==> src/rtl/memwin_host.sv <==
module memwin_host #(
  parameter int ADDR_W = 15
) (
  input  logic              clk,
  input  logic              rst_n,
  input  logic              h_sel,
  input  logic              h_wr,
  input  logic [2:0]        h_reg,
  input  logic [7:0]        h_wdata,
  output logic [7:0]        h_rdata,
  output logic              h_ready,
  output logic              m_req,
  output logic              m_we,
  output logic [ADDR_W-3:0] m_addr,
  output logic [3:0]        m_be,
  output logic [31:0]       m_wdata,
  input  logic [31:0]       m_rdata,
  input  logic              m_ack
);
  localparam int WA_W = ADDR_W - 2;
  localparam int HI_W = ADDR_W - 8;

  logic [1:0]      mode;
  logic [WA_W-1:0] waddr;
  logic [31:0]     dreg;
  logic            pend;

  wire       is_data = h_reg[2];
  wire [1:0] lane    = h_reg[1:0];
  wire       auto_m  = (mode == 2'b11);
  wire       mem_op  = h_sel && is_data &&
                       (!auto_m || (h_wr ? (lane == 2'd3) : (lane == 2'd0)));
  wire       done    = pend && m_ack;
  wire       acc     = h_sel && h_ready;

  assign h_ready = !mem_op || done;
  assign m_req   = pend;
  assign m_addr  = waddr;
  assign m_we    = h_wr;
  assign m_be    = auto_m ? 4'hF : (4'b0001 << lane);
  assign m_wdata = auto_m ? {h_wdata, dreg[23:0]} : {4{h_wdata}};

  always_comb begin
    h_rdata = 8'h00;
    if (is_data)
      h_rdata = (done && !h_wr) ? m_rdata[lane*8 +: 8] : dreg[lane*8 +: 8];
    else if (lane == 2'd0)
      h_rdata = {waddr[5:0], mode};
    else if (lane == 2'd1)
      h_rdata = 8'(waddr[WA_W-1:6]);
  end

  always_ff @(posedge clk) begin
    if (!rst_n) begin
      mode  <= 2'b00;
      waddr <= '0;
      dreg  <= '0;
      pend  <= 1'b0;
    end else begin
      if (mem_op && !pend) pend <= 1'b1;
      else if (done)       pend <= 1'b0;
      if (acc && !is_data && h_wr) begin
        if (lane == 2'd0) {waddr[5:0], mode} <= h_wdata;
        else if (lane == 2'd1) waddr[WA_W-1:6] <= h_wdata[HI_W-1:0];
      end
      if (acc && is_data) begin
        if (h_wr)      dreg[lane*8 +: 8] <= h_wdata;
        else if (done) dreg <= m_rdata;
        if (done && auto_m) waddr <= waddr + WA_W'(1);
      end
    end
  end

  // request held steady until acknowledged
  a_r10_req_hold: assert property (@(posedge clk) disable iff (!rst_n)
    (m_req && !m_ack) |=> (m_req && $stable(m_addr)));

  // one word step per auto completion, wrapping
  a_r5_advance: assert property (@(posedge clk) disable iff (!rst_n)
    (m_req && m_ack && auto_m) |=> (m_addr == $past(m_addr) + WA_W'(1)));

  a_r9_no_advance: assert property (@(posedge clk) disable iff (!rst_n)
    (m_req && m_ack && !auto_m) |=> $stable(m_addr));

  a_r9_one_lane: assert property (@(posedge clk) disable iff (!rst_n)
    (m_req && m_we && !auto_m) |-> ($countones(m_be) == 1));

  a_r7_flush_b3: assert property (@(posedge clk) disable iff (!rst_n)
    (m_req && m_we && auto_m) |-> (h_reg == 3'd7));

  a_r6_no_fetch: assert property (@(posedge clk) disable iff (!rst_n)
    (h_sel && !h_wr && auto_m && is_data && lane != 2'd0) |-> (!m_req && h_ready));

  a_r3_bit7_zero: assert property (@(posedge clk) disable iff (!rst_n)
    (h_sel && !h_wr && h_reg == 3'd1) |-> (h_rdata[7] == 1'b0));
endmodule

==> config.mk <==
export PLATFORM = sky130hd
export DESIGN_NAME = memwin_host
export DESIGN_NICKNAME = d
export VERILOG_FILES = /design/src/rtl/memwin_host.sv
export SDC_FILE = /design/constraint.sdc
export NUM_CORES = 1
export LEC_CHECK = 0
export ABC_AREA = 1
export ABC_CLOCK_PERIOD_IN_PS = 5000
export BUFFER_PORTS_ARGS = -buffer_cell sky130_fd_sc_hd__buf_2
export CAP_MARGIN = 20
export CORE_MARGIN = 5
export CORE_UTILIZATION = 52
export DETAILED_ROUTE_END_ITERATION = 16
export HOLD_SLACK_MARGIN = 0.02
export PLACE_DENSITY_LB_ADDON = 0.12
export SETUP_SLACK_MARGIN = 0.3
export SLEW_MARGIN = 20
export SYNTH_ARGS = -nofsm -noshare
export SYNTH_HDL_FRONTEND = slang
export SYNTH_SLANG_ARGS = --single-unit
==> constraint.sdc <==
create_clock -name clk -period 5 [get_ports clk]
set_clock_uncertainty 0.2 [all_clocks]
set_input_delay 0.25 -clock clk [delete_from_list [all_inputs] [get_ports clk]]
set_output_delay 0.25 -clock clk [all_outputs]
set_load 0.02 [all_outputs]
==> flow_metrics.py <==
metrics = {
    "run_status": {
        "status": "finished, final reports clean",
    },
    "floorplan": {
        "dieArea_mm2": 0.009187,
        "initial_core_util_pct": 53.12,
        "num_rows": 31,
        "core-area_mm2": 0.007214,
        "io_pins": 108,
        "fp.dieH_um": 95.85,
        "fp.dieW_um": 95.85,
    },
    "sta": {
        "period_share_pct": 64.38,
        "finalSetupViolCount": 0,
        "drv_slew": 0,
        "rsz0062_at_grt": "false",
        "tns_ps": 0,
        "worst_slew_pin_slew_ps": 957.6,
        "relSlewSlack_pct": 35.67,
        "hold_viol": 0,
        "fmax_mhz": 310.6,
        "timing.final.crit_period_ps": 3219,
    },
    "global_route": {
        "grt-ovfl-total": 0,
        "grt_usage_pct": 32.39,
        "grt_max_degree": 55,
        "grt_pass1_vias": 4258,
        "antenna_found_initial": 0,
        "grt_first_pass_wirelength_mm": 22.70,
    },
    "critical_path": {
        "crit_type": "reg -> out",
        "start_kind": "register",
        "crit_top_cell": "nand3_1",
        "worstPathBufferInverterCount": 3,
        "slowest_delay_ps": 670,
        "cp_slowest_cell": "nand3_1",
        "worstPathMaxFanout": 26,
        "cp.arrival_ps": 2770,
        "crit_chain": "buf_4, nand3_1, buf_4, nand2_1, nand3_1, nand3_1, nand3_1, nand2_1, buf_2",
        "critPathRequiredTime_ps": 4550,
        "crit_family": "simple AND/OR/NAND/NOR gates",
        "cp-end-kind": "output pin",
    },
    "clock_network": {
        "root_buffer": "clkbuf_8",
        "hold_buffers": 0,
        "cts.clk_slew.worst_paths_ps": 100,
        "numCtsBuffers": 5,
        "cts_tree": "done",
        "post_cts_resize_count": 0,
        "clock-sinks": 48,
        "clk_path_buf_depth": 2,
        "h-tree-depth": 2,
        "clock_latency_ps": 310,
        "post_cts_buffers": 0,
    },
    "route": {
        "via_per_inst": 5.851,
        "dr.pass1.iters": 5,
        "drt-initial-drc-count": 686,
        "drc_errors": 0,
        "route.vias.total": 4962,
        "postRouteAntennaNets": 0,
        "wl_mm": 14.87,
        "wl_per_cell_um": 17.53,
    },
    "logic_synthesis": {
        "syn-instance-count": 678,
        "ys_seq_area_share_pct": 25.07,
        "synth_compound_area_share_pct": 16.23,
        "yosysTopAreaCell": "dfxtp_1",
        "synth_commonest_cells": "211 x nand2_1, 79 x nor2_1, 77 x o21ai_0",
        "synth_fp_nets": 731,
        "netlist_area_mm2": 0.003832,
        "avgSynthCellArea_um2": 5.653,
        "synth-adder-area-share_pct": 1.632,
        "synth-edff-count": 0,
        "yosysUniqueCellTypes": 27,
        "synth.most_common_cell": "nand2_1",
        "synth.area.top_cells": "dfxtp_1 25%, nand2_1 21%, o21ai_0 10%, nand3_1 9.0%, nor2_1 7.7%",
        "synthSimpleGateAreaFrac_pct": 44.17,
        "synth_top_cell_area_share_pct": 25.07,
        "ys_seq_elements": 48,
        "synth.mux.area_fraction_pct": 0,
        "yosysWarnings": 0,
        "synthXorXnorAreaFrac_pct": 0.4571,
        "synth_top_family_by_area": "simple AND/OR/NAND/NOR gates",
        "ys.flop_type": "dfxtp_1",
        "synthArstFlopShare_pct": 0,
    },
    "pwr": {
        "pwr-share-comb_pct": 21.9,
        "power.switching_uw": 306.1,
        "leakage_nw": 2.253,
        "clockPowerShare_pct": 39.1,
        "powerDensity_mw_per_mm2": 226.7,
        "p_seq_share_pct": 39.0,
        "p_int_uw": 699.9,
        "irDropWorstVdd_v": 0.0001188,
        "swShare_pct": 30.43,
    },
    "finish": {
        "layout-drive-gt1-share_pct": 17.22,
        "multi_input_area_mm2": 0.002395,
        "nNetsFinal": 801,
        "fillCellCount": 775,
        "final_cells": 848,
        "seq_area_um2": 960.9,
        "antenna_cells": 0,
        "areaGrowthSynthToFinish_pct": 15.77,
        "fin_area_mm2": 0.004437,
    },
    "place": {
        "io_buffers": 107,
        "dp_cells": 840,
        "hpwl_mm": 11.20,
        "placed_area_mm2": 0.004278,
        "gp_congestion": 0.9756,
    },
    "min_path": {
        "min_path_type": "in -> reg",
    },
    "run": {
        "max-cap-violations": 0,
    },
}
## placed cells by master (no fill, tap or decap)
cell       count
buf_2        107
o211ai_2       1
nand4_1       30
xor2_1         2
buf_4          6
dfxtp_1       48
ha_1           5
inv_1         57
nor3_1         6
nand2_4        1
a21oi_1       26
o21ai_0       77
o211ai_1       4
bufinv_16      3
clkbuf_8       5
o211ai_4       1
o22ai_1        4
nand3_1       69
or2_2          2
nand3b_1       1
nand3_2        1
o21ai_2        1
inv_2          1
a32oi_1        1
nand2_1      211
nor2_1        79
## worst min-delay path: stages
cell and delay, ps:
buf_2 90, nand2_1 40, o21ai_0 60, nor2_1 50, nor2_1 80
## worst paths after layout
check | startpoint | end | slack (ps) | cells after the start
max | m_req$_SDFFE_PN0P_ | h_rdata[7] | 1780 | 9
min | m_rdata[19] | dreg[19]$_SDFFE_PN0P_ | 90 | 5
max reg2reg | m_req$_SDFFE_PN0P_ | dreg[0]$_SDFFE_PN0P_ | 2820 | 7
min reg2reg | dreg[26]$_SDFFE_PN0P_ | dreg[26]$_SDFFE_PN0P_ | 280 | 2
## metrics by stage
stage	power [mW]	util [%]	hold slack (ps)	setup WS, ps
final	1.006	61.50	88.90	1781
after global routing	1.042	61.50	107.7	1633
after CTS	1.004	61.50	93.13	1851
after detailed placement	0.6146	59.30	260.2	1899
after global placement	0.6144	59.30	255.7	1996
after floorplan	0.5343	-	179.0	2775
## metal layers
metal	vias up	global-route usage, %	part of all wire, %
li1	2347	-	-
met3	31	5.942	12
met2	351	49.28	44
met1	2233	46.92	42
met4	0	8.294	2.3
met5	-	0	0
## registers in the layout (all words and copies together), names as in the netlist
register,count
dreg,32
m_addr,13
m_req,1
mode,2
## kinds of logic (layout without fill, tap and decap cells)
logic type | after synthesis | count (layout)
AOI/OAI and AO/OA | 115 | 115
xor gates and xnor gates | 2 | 2
adders and majority gates | 5 | 5
buffers and inverters | 108 | 179
DFF | 48 | 48
and+or+nand+nor | 400 | 400
## power groups by stage
stage	Sequential [mW]	Clock, mW	Combinational, mW
finish	0.392	0.394	0.220
global placement	0.401	0	0.214
global route	0.393	0.414	0.236
detailed placement	0.401	0	0.214
CTS	0.392	0.398	0.214
floorplan	0.402	0	0.132
## layout make-up
class	count	share of cell area [%]
Sequential cell	48	21.66
Timing Repair Buffer	113	13.09
Inverter	58	4.907
Tap cell	99	2.792
Clock buffer	5	1.551
Clock inverter	3	2.030
Multi-Input combinational cell	522	53.98
No activity file was read; power rests on OpenSTA's default activity.
